`src/rtl/crf_pkg.sv`:
```
package crf_pkg;

  typedef enum logic [3:0] {
    OP_READ    = 4'd0,
    OP_CMP_S   = 4'd1,
    OP_CMP_U   = 4'd2,
    OP_CMP_SI  = 4'd3,
    OP_CMP_UI  = 4'd4,
    OP_FCOPY   = 4'd5,
    OP_MWRITE  = 4'd6,
    OP_STCOND  = 4'd7,
    OP_B_AND   = 4'd8,
    OP_B_OR    = 4'd9,
    OP_B_NAND  = 4'd10,
    OP_B_XOR   = 4'd11,
    OP_B_NOR   = 4'd12,
    OP_B_EQV   = 4'd13,
    OP_B_ANDC  = 4'd14,
    OP_B_ORC   = 4'd15
  } op_e;

  typedef enum logic [2:0] {
    FK_NONE,
    FK_CMP,
    FK_COPY,
    FK_STORE,
    FK_MASK
  } fkind_e;

  // Two-input Boolean function selected by the low three op bits.
  function automatic logic bit_fn(input logic [2:0] f, input logic x, input logic y);
    case (f)
      3'd0:    return x & y;
      3'd1:    return x | y;
      3'd2:    return ~(x & y);
      3'd3:    return x ^ y;
      3'd4:    return ~(x | y);
      3'd5:    return ~(x ^ y);
      3'd6:    return x & ~y;
      default: return x | ~y;
    endcase
  endfunction

endpackage

```
`src/rtl/crf_compare.sv`:
```
module crf_compare #(
  parameter int DW    = 32,
  parameter int IMM_W = 16,
  parameter int FLD_W = 4
) (
  input  logic             is_signed,
  input  logic             use_imm,
  input  logic [DW-1:0]    a,
  input  logic [DW-1:0]    b,
  input  logic [IMM_W-1:0] imm,
  input  logic             so,
  output logic [FLD_W-1:0] fld
);

  logic [DW-1:0] rhs;
  logic          lt, eq, gt;

  always_comb begin
    if (!use_imm)
      rhs = b;
    else if (is_signed)
      rhs = {{(DW-IMM_W){imm[IMM_W-1]}}, imm};
    else
      rhs = {{(DW-IMM_W){1'b0}}, imm};
  end

  assign lt = is_signed ? ($signed(a) < $signed(rhs)) : (a < rhs);
  assign eq = (a == rhs);
  assign gt = !lt && !eq;

  always_comb begin
    fld          = '0;
    fld[FLD_W-1] = lt;
    fld[FLD_W-2] = gt;
    fld[FLD_W-3] = eq;
    fld[0]       = so;
  end

endmodule

```
`src/rtl/crf_bitop.sv`:
```
module crf_bitop #(
  parameter int CR_W   = 32,
  parameter int BSEL_W = 5
) (
  input  logic [2:0]        fn,
  input  logic [CR_W-1:0]   cr,
  input  logic [BSEL_W-1:0] ba,
  input  logic [BSEL_W-1:0] bb,
  input  logic [BSEL_W-1:0] bt,
  output logic [CR_W-1:0]   en,
  output logic [CR_W-1:0]   data
);

  logic x, y, res;

  // Bit number n counts from the MSB: physical index CR_W-1-n.
  assign x   = cr[CR_W-1-int'(ba)];
  assign y   = cr[CR_W-1-int'(bb)];
  assign res = crf_pkg::bit_fn(fn, x, y);

  assign en   = CR_W'(1) << (CR_W-1-int'(bt));
  assign data = {CR_W{res}};

endmodule

```
`src/rtl/crf_fields.sv`:
```
module crf_fields #(
  parameter int NFLD  = 8,
  parameter int FLD_W = 4,
  localparam int CR_W   = NFLD * FLD_W,
  localparam int FSEL_W = $clog2(NFLD)
) (
  input  crf_pkg::fkind_e   kind,
  input  logic [CR_W-1:0]   cr,
  input  logic [CR_W-1:0]   src_reg,
  input  logic [FLD_W-1:0]  cmp_fld,
  input  logic [FSEL_W-1:0] fld_dst,
  input  logic [FSEL_W-1:0] fld_src,
  input  logic [NFLD-1:0]   mask,
  input  logic              ok,
  input  logic              so,
  output logic [CR_W-1:0]   en,
  output logic [CR_W-1:0]   data
);

  logic [FLD_W-1:0] copy_fld;
  logic [FLD_W-1:0] store_fld;

  assign copy_fld = cr[(NFLD-1-int'(fld_src))*FLD_W +: FLD_W];

  always_comb begin
    store_fld    = '0;
    store_fld[1] = ok;
    store_fld[0] = so;
  end

  // Physical group g holds logical field NFLD-1-g.
  for (genvar g = 0; g < NFLD; g++) begin : g_grp
    logic             g_en;
    logic [FLD_W-1:0] g_dat;
    logic             hit;

    assign hit = (fld_dst == FSEL_W'(NFLD-1-g));

    always_comb begin
      g_en  = 1'b0;
      g_dat = '0;
      case (kind)
        crf_pkg::FK_CMP:   begin g_en = hit;          g_dat = cmp_fld;                   end
        crf_pkg::FK_COPY:  begin g_en = hit;          g_dat = copy_fld;                  end
        crf_pkg::FK_STORE: begin g_en = (g == NFLD-1); g_dat = store_fld;                end
        crf_pkg::FK_MASK:  begin g_en = mask[g];      g_dat = src_reg[g*FLD_W +: FLD_W]; end
        default:           begin g_en = 1'b0;         g_dat = '0;                        end
      endcase
    end

    assign en[g*FLD_W +: FLD_W]   = {FLD_W{g_en}};
    assign data[g*FLD_W +: FLD_W] = g_dat;
  end

endmodule

```
`src/rtl/cond_reg_unit.sv`:
```
module cond_reg_unit #(
  parameter int NFLD  = 8,
  parameter int FLD_W = 4,
  parameter int IMM_W = 16,
  localparam int CR_W   = NFLD * FLD_W,
  localparam int FSEL_W = $clog2(NFLD),
  localparam int BSEL_W = $clog2(CR_W)
) (
  input  logic              clk,
  input  logic              rst_n,
  input  logic              op_valid,
  input  logic [3:0]        op_code,
  input  logic [CR_W-1:0]   opnd_a,
  input  logic [CR_W-1:0]   opnd_b,
  input  logic [IMM_W-1:0]  imm16,
  input  logic [FSEL_W-1:0] fld_dst,
  input  logic [FSEL_W-1:0] fld_src,
  input  logic [BSEL_W-1:0] bit_dst,
  input  logic [BSEL_W-1:0] bit_a,
  input  logic [BSEL_W-1:0] bit_b,
  input  logic [NFLD-1:0]   fld_mask,
  input  logic              sum_ovf,
  input  logic              store_ok,
  output logic [CR_W-1:0]   cr_out
);

  import crf_pkg::*;

  op_e              op;
  fkind_e           kind;
  logic             is_bit;
  logic             cmp_signed, cmp_imm;
  logic [FLD_W-1:0] cmp_fld;
  logic [CR_W-1:0]  fld_en, fld_data, bit_en, bit_data;
  logic [CR_W-1:0]  wr_en, wr_data;
  logic [CR_W-1:0]  cr_q;

  assign op     = op_e'(op_code);
  assign is_bit = op_code[3];

  always_comb begin
    cmp_signed = 1'b0;
    cmp_imm    = 1'b0;
    kind       = FK_NONE;
    case (op)
      OP_CMP_S:  begin kind = FK_CMP; cmp_signed = 1'b1; end
      OP_CMP_U:  begin kind = FK_CMP;                    end
      OP_CMP_SI: begin kind = FK_CMP; cmp_signed = 1'b1; cmp_imm = 1'b1; end
      OP_CMP_UI: begin kind = FK_CMP; cmp_imm = 1'b1;    end
      OP_FCOPY:  kind = FK_COPY;
      OP_MWRITE: kind = FK_MASK;
      OP_STCOND: kind = FK_STORE;
      default:   kind = FK_NONE;
    endcase
  end

  crf_compare #(.DW(CR_W), .IMM_W(IMM_W), .FLD_W(FLD_W)) u_cmp (
    .is_signed (cmp_signed),
    .use_imm   (cmp_imm),
    .a         (opnd_a),
    .b         (opnd_b),
    .imm       (imm16),
    .so        (sum_ovf),
    .fld       (cmp_fld)
  );

  crf_fields #(.NFLD(NFLD), .FLD_W(FLD_W)) u_fld (
    .kind     (kind),
    .cr       (cr_q),
    .src_reg  (opnd_a),
    .cmp_fld  (cmp_fld),
    .fld_dst  (fld_dst),
    .fld_src  (fld_src),
    .mask     (fld_mask),
    .ok       (store_ok),
    .so       (sum_ovf),
    .en       (fld_en),
    .data     (fld_data)
  );

  crf_bitop #(.CR_W(CR_W), .BSEL_W(BSEL_W)) u_bit (
    .fn   (op_code[2:0]),
    .cr   (cr_q),
    .ba   (bit_a),
    .bb   (bit_b),
    .bt   (bit_dst),
    .en   (bit_en),
    .data (bit_data)
  );

  assign wr_en   = !op_valid ? '0 : (is_bit ? bit_en : fld_en);
  assign wr_data = is_bit ? bit_data : fld_data;

  always_ff @(posedge clk) begin
    if (!rst_n)
      cr_q <= '0;
    else
      cr_q <= (cr_q & ~wr_en) | (wr_data & wr_en);
  end

  assign cr_out = cr_q;

endmodule

```
`config.mk`:
```
export PLATFORM = sky130hd
export DESIGN_NAME = cond_reg_unit
export DESIGN_NICKNAME = d
export VERILOG_FILES = /design/src/rtl/crf_pkg.sv /design/src/rtl/crf_compare.sv /design/src/rtl/crf_bitop.sv /design/src/rtl/crf_fields.sv /design/src/rtl/cond_reg_unit.sv
export SDC_FILE = /design/constraint.sdc
export NUM_CORES = 1
export LEC_CHECK = 0
export ABC_AREA = 1
export BUFFER_PORTS_ARGS = -buffer_cell sky130_fd_sc_hd__buf_2
export CAP_MARGIN = 20
export CORE_ASPECT_RATIO = 0.8
export CORE_MARGIN = 2
export CORE_UTILIZATION = 52
export DETAILED_ROUTE_END_ITERATION = 10
export PLACE_DENSITY = 0.91
export SLEW_MARGIN = 20
export SYNTH_ARGS = -nofsm -noshare
export SYNTH_HDL_FRONTEND = slang
export SYNTH_SLANG_ARGS = --single-unit
export TNS_END_PERCENT = 1
```
`constraint.sdc`:
```
create_clock -name clk -period 3.15 [get_ports clk]
set_input_delay 0.1575 -clock clk [delete_from_list [all_inputs] [get_ports clk]]
set_output_delay 0.1575 -clock clk [all_outputs]
set_load 0.05 [all_outputs]
```
==> results of run 1 <==
## kinds of logic (layout without fill, tap and decap cells)
kind of cell | Yosys count | in the layout | synth area share
AND/OR/NAND/NOR | 311 | 311 | 0.318
buffers and inverters | 122 | 261 | 0.113
AO/OA/AOI/OAI | 224 | 224 | 0.279
flip-flops | 32 | 32 | 0.149
adder cells (fa/ha/maj) | 36 | 36 | 0.105
multiplexers | 15 | 15 | 0.0353
## metal layers
layer | GRT usage | vias up | part of all wire | wire [µm]
met5 | 0 | - | 0 | 0
met4 | 0.146 | 0 | 0.041 | 665
met3 | 0.111 | 61 | 0.15 | 2520
met2 | 0.563 | 437 | 0.42 | 6940
met1 | 0.469 | 2547 | 0.38 | 6270
li1 | - | 2828 | - | -
## repair_timing
action / 4_1_cts / 5_1_grt
hold buffers: 0 / 0
resized for setup: 0 / 9
setup endpoints to repair: 0 / 31
## power breakdown
part           total, mW  internal (mW)  switching (mW)
clock              0.390          0.235           0.155
sequential         0.468          0.431          0.0374
combinational      0.744          0.261           0.483
total               1.60          0.927           0.675
## placed cells by master (no fill, tap or decap), types with 14 or more instances in the layout
| cell type | synthesis | routed |
|---|---|---|
| nor2_1 | 82 | 82 |
| buf_2 | 8 | 149 |
| o21ai_0 | 105 | 99 |
| nand4_1 | 30 | 30 |
| dfxtp_1 | 32 | 31 |
| a21oi_1 | 92 | 91 |
| buf_4 | 2 | 18 |
| nand2_1 | 117 | 117 |
| mux2i_1 | 14 | 14 |
| nand3_1 | 63 | 63 |
| ha_1 | 36 | 36 |
| inv_1 | 80 | 80 |
## worst min-delay path, delay by kind of cell
| family | cells | cell delay [ps] |
|---|---|---|
| buffers and inverters | 2 | 130 |
| AND/OR/NAND/NOR | 3 | 190 |
## synth_stat cells (all sizes together)
master,count
a211oi,1
nor2,84
nor3,3
o31ai,2
nor4,2
inv,83
o211ai,13
mux2i,14
nand2,118
and3,11
a31oi,2
nand3,63
a21oi,94
dfxtp,32
o21ai,108
o221ai,2
buf,14
clkbuf,24
mux2,1
nand4,30
ha,36
clkinv,1
a21o,1
o21a,1
## through the flow
step | cell area (µm²) | hold slack, ps | cells | worst slack (ps) | power (mW)
final | 5300 | 218 | 987 | 305 | 1.60
after global routing | 5300 | 252 | 987 | 36.7 | 1.70
after CTS | 5290 | 213 | 987 | 183 | 1.58
after detailed placement | 5180 | 511 | 979 | 104 | 1.19
after global placement | 5180 | 505 | 979 | 136 | 1.18
after floorplan | 4290 | 296 | 740 | 152 | 0.935
## worst max path at each step
stage,depth (start not counted),slack (ps),to,from
final,18,310,register,register
after global routing,20,40,register,register
after CTS,19,180,register,register
after detailed placement,22,100,register,bit_a[0]
after global placement,22,140,register,bit_a[0]
after floorplan,17,150,register,register
## final cells by class
cell class              instances  area, µm²  area share
multi-input cells             586       3170       0.599
flip-flops and latches         32        642       0.121
clock inverters                 2       35.0     0.00662
well taps                     108        135      0.0255
clock buffers                   6       72.6      0.0137
inverters                      84        315      0.0595
repair buffers                169        921       0.174
==> impl_metrics.csv, run 1 <==
group,metric,value,unit
status,outcome,"finished clean",
routing,drtPass1Iterations,6,
floorplanning,initial_utilization,0.537,
grt,grt_pass1_wl,25.9,mm
routing,detail_route.wirelength,16.4,mm
synthesis,syn_nets,894,
setup_path,critPathKind,"reg2reg",
routing,wl_per_cell,16.6,µm
timing,period_share,0.903,
clock_network,root_buffer,"clkbuf_8",
place,routabilityCongestion,1.03,
final_layout,layout-drive-gt1-share,0.216,
floorplanning,die_h,85.2,µm
timing,setup_violations,0,
grt,antenna_found_initial,0,
setup_path,slowest_delay,390,ps
setup_path,crit_buf_inv,5,
grt,grt_usage,0.362,
min_path,whs_path_depth,5,
power_and_ir_drop,powerDensity,303,nW/µm²
setup_path,crit_chain,"inv_1 > o21ai_0 > a21oi_1 > a21oi_1 > o21ai_0 > nand2_1 > inv_1 > o21ai_1 > buf_4 > inv_1 > ha_1 > o31ai_2 > a21oi_2 > a21oi_4 > inv_2 > nand3_1 > o21ai_1 > a21oi_1",
final_layout,synthToLayoutAreaGrowth,23.5,%
min_path,min_from,"opnd_a[15]",
routing,vias,5873,
grt,overflow,0,
timing,fmax,352,MHz
synthesis,synth.distinct_cells,34,
place,portBuffers,149,
setup_path,critPathMaxFanout,4,
power_and_ir_drop,p_leak,2.66,nW
timing,clock-skew-final,8.03,ps
min_path,min_path_type,"in2reg",
setup_path,crit_path_end_kind,"register",
timing,slew_headroom,0.613,
grt,grt_pass1_vias,5266,
grt,grt_max_degree,31,
synthesis,syn_area,4290,µm²
routing,ant_nets,0,
timing,slew_viol_final,0,
synthesis,netlist_instances,740,
routing,viasPerCell,5.95,
floorplanning,row_count,29,
timing,rsz0062_at_grt,"no",
setup_path,cpLargestDelayFamily,"compound AO/OA/AOI/OAI gates",
place,hpwl,13.3,mm
routing,drc_errors,0,
routing,drt_iter0_drc,759,
floorplanning,core,7980,µm²
floorplanning,die_x,106,µm
synthesis,synth-seq-area-share,0.149,
clock_network,clkLatencyLatePin,290,ps
setup_path,r2r_setup_slack,310,ps
timing,fin_crit,2840,ps
synthesis,avgSynthCellArea,5.80,µm²
clock_network,cts_sinks,32,
setup_path,start_kind,"register",
clock_network,cts_buffers,5,
timing,finalHoldViolCount,0,
final_layout,utilization,0.663,
synthesis,synth_area_leaders,"dfxtp_1 15%, o21ai_0 12%, a21oi_1 11%",
synthesis,yosys.area.top_type,"dfxtp_1",
flow_run,cap_violations,0,
clock_network,clockBufferDepth,2,
synthesis,synth_top_area_frac,0.149,
setup_path,worstPathRequired,3350,ps
floorplanning,ioPinCount,150,
clock_network,clkTransAtPathRegs,70,ps
timing,tns,0,ps
floorplanning,fp.dieArea,9000,µm²
power_and_ir_drop,ir_worst_vdd,0.211,mV
final_layout,final_nets,1032,
final_layout,n_fill_cell,787,
synthesis,synth_warnings,0,
clock_network,cts_tree,"built",
setup_path,crit_slowest_cell,"dfxtp_1",
timing,worst_pin_slew,579,ps
final_layout,antenna_cells,0,
setup_path,cp_data_arrival_time,3040,ps
synthesis,ys_ff_latch,32,
clock_network,post_cts_buffers,0,
clock_network,htreeDepth,2,
setup_path,r2r_cells,18,
(Power assumes the default switching activity.)
==> run 2: changes to the inputs <==
--- a/config.mk
+++ b/config.mk
@@ -5,14 +5,13 @@
 export SDC_FILE = /design/constraint.sdc
 export NUM_CORES = 1
 export LEC_CHECK = 0
-export ABC_AREA = 1
 export BUFFER_PORTS_ARGS = -buffer_cell sky130_fd_sc_hd__buf_2
 export CAP_MARGIN = 20
 export CORE_ASPECT_RATIO = 0.8
 export CORE_MARGIN = 2
-export CORE_UTILIZATION = 52
+export CORE_UTILIZATION = 50
 export DETAILED_ROUTE_END_ITERATION = 10
-export PLACE_DENSITY = 0.91
+export PLACE_DENSITY = 0.9
 export SLEW_MARGIN = 20
 export SYNTH_ARGS = -nofsm -noshare
 export SYNTH_HDL_FRONTEND = slang
==> run 2 against run 1 <==
Largest power group unchanged. Cell count fell by 24%. Power shrank 4.4%. Non-clock buffer count grew 48. Fmax shrank 8.3%. Via count down 20%. Largest cell class unchanged. Critical path type unchanged.
==> impl_metrics.csv, run 2 <==
group,metric,value,unit
routing,viasPerCell,6.32,
synthesis,yosys-top-cells-count,"86 x nand2_1, 50 x o21ai_0, 49 x a21oi_1",
setup_path,crit_chain,"mux4_2 > mux4_2 > mux2i_4 > inv_2 > ha_2 > mux2_4 > o22ai_2 > o22ai_1 > and3_4 > a211oi_2 > buf_6 > a31oi_1",
clock_network,htreeDepth,2,
floorplanning,initial_utilization,0.510,
power_and_ir_drop,finalPower,1.53,mW
timing,fmax,322,MHz
floorplanning,row_count,28,
setup_path,critPathMaxFanout,8,
clock_network,cts_buffers,5,
status,outcome,"finished clean",
clock_network,cts_tree,"built",
routing,ant_nets,0,
place,portBuffers,149,
synthesis,ys.flop_type,"dfxtp_1",
synthesis,synth_edf_count,0,
synthesis,synth_area_leaders,"dfxtp_1 17%, mux4_2 17%, ha_1 12%",
floorplanning,ioPinCount,150,
clock_network,hold_buffers,0,
final_layout,stdcell_count,746,
final_layout,synthToLayoutAreaGrowth,41.1,%
setup_path,crit_slowest_cell,"mux4_2",
routing,detail_route.wirelength,14.6,mm
setup_path,slowest_delay,490,ps
timing,clock-skew-final,5.44,ps
routing,drt_iter0_drc,637,
setup_path,start_kind,"register",
timing,rsz0062_at_grt,"yes",
min_path,min_path_type,"in2reg",
synthesis,ys_ff_latch,32,
synthesis,synth-seq-area-share,0.171,
timing,setup_violations,0,
routing,drtPass1Iterations,5,
clock_network,clkLatencyLatePin,280,ps
timing,slew_headroom,0.520,
synthesis,synth_warnings,0,
synthesis,avgSynthCellArea,8.09,µm²
setup_path,worstPathRequired,3300,ps
timing,worst_pin_slew,719,ps
place,place_area,5060,µm²
place,dpl_worst_slack,-294,ps
setup_path,cp_data_arrival_time,3250,ps
grt,antenna_found_initial,0,
final_layout,layout_common_cells,"149 x buf_2, 86 x nand2_1, 61 x buf_4",
floorplanning,fp.dieArea,8190,µm²
clock_network,clockBufferDepth,2,
timing,slew_viol_final,0,
final_layout,final_nets,810,
setup_path,path_common_cell,"mux4_2",
synthesis,synth.distinct_cells,45,
synthesis,yosys.cell_count.top_type,"nand2_1",
setup_path,crit_buf_inv,2,
synthesis,yosys.area.top_type,"dfxtp_1",
final_layout,layout-drive-gt1-share,0.468,
synthesis,async_flop_share,0,
setup_path,cpLargestDelayFamily,"multiplexers",
floorplanning,die_x,101,µm
power_and_ir_drop,powerDensity,290,nW/µm²
floorplanning,die_h,81.3,µm
synthesis,synth_top_area_frac,0.171,
timing,fin_ws,49.0,ps
clock_network,root_buffer,"clkbuf_8",
final_layout,antenna_cells,0,
timing,finalHoldViolCount,0,
floorplanning,core,7320,µm²
grt,overflow,0,
routing,drc_errors,0,
clock_network,cts_sinks,32,
grt,grt_max_degree,51,
timing,whs,150,ps
setup_path,crit_path_end_kind,"register",
timing,period_share,0.984,
clock_network,clkTransAtPathRegs,70,ps
place,routabilityCongestion,0.997,
power_and_ir_drop,ir_worst_vdd,0.168,mV
routing,wl_per_cell,19.6,µm
timing,fin_crit,3100,ps
routing,vias,4713,
grt,grt_pass1_vias,4295,
synthesis,syn_area,3740,µm²
final_layout,design_area,5280,µm²
final_layout,utilization,0.720,
grt,grt_usage,0.346,
synthesis,netlist_instances,462,
place,dp.cells,735,
grt,grt_pass1_wl,21.9,mm
flow_run,cap_violations,0,
final_layout,final_common_cell,"buf_2",
power_and_ir_drop,p_leak,2.37,nW
setup_path,critPathKind,"reg2reg",
place,hpwl,12.0,mm
synthesis,syn_nets,616,
timing,tns,0,ps
run 2: cell count changes after synthesis, sizes merged, moves of 30 or more:
cell / delta
nand3: -56
o21ai: -54
inv: -77
nor2: -68
nand2: -32
a31oi: +30
a21oi: -45
run 2: worst paths after layout:
kind | from | end | slack [ps] | cells past startpoint
setup / recovery | register | register | 50 | 12
hold / removal | opnd_a[20] | register | 150 | 3
setup reg to reg | register | register | 50 | 12
hold reg to reg | register | register | 620 | 2
run 2: worst reg2reg max path, delay by kind of cell, from the launching register on:
family | cells | cell delay [ps]
adder cells (fa/ha/maj) | 1 | 180
AND/OR/NAND/NOR | 1 | 220
multiplexers | 4 | 1430
flip-flops | 1 | 370
buffers and inverters | 2 | 250
AO/OA/AOI/OAI | 4 | 510
run 2: area by class of cell:
| cell class | instances | area (µm²) |
|---|---|---|
| timing repair buffer | 217 | 1320 |
| fill | 578 | 2050 |
| tap | 90 | 113 |
| clock inverter | 1 | 5.00 |
| clock buffer | 6 | 72.6 |
| sequential | 32 | 686 |
| inverter | 6 | 22.5 |
| multi-input combinational | 394 | 3050 |
run 2: cells by family (layout without fill, tap and decap cells):
| kind of cell | Yosys count | after routing | synth area share |
|---|---|---|---|
| AOI/OAI and AO/OA | 156 | 156 | 0.244 |
| xor gates and xnor gates | 3 | 3 | 0.00703 |
| adders and majority gates | 36 | 36 | 0.121 |
| buffers and inverters | 36 | 230 | 0.0382 |
| DFF | 32 | 32 | 0.171 |
| muxes | 51 | 51 | 0.231 |
| and+or+nand+nor | 148 | 148 | 0.187 |
run 2: metal layers:
metal	GRT usage	routed length, µm	up-vias	part of all wire
met5	0	0	-	0
met3	0.0551	1780	24	0.12
li1	-	-	2157	-
met2	0.553	6610	328	0.45
met4	0.0822	273	0	0.019
met1	0.491	5970	2204	0.41
run 2: repair_timing:
item,CTS,global route
buffers inserted,0,3
setup endpoints to repair,32,32
resized for setup,4,18
pin swaps,0,7
hold endpoints to repair,0,0
gates cloned,0,1
run 2: report_power, final:
part | switching (mW) | internal (mW)
combinational | 0.427 | 0.344
clock | 0.145 | 0.150
sequential | 0.0310 | 0.435
total | 0.603 | 0.929
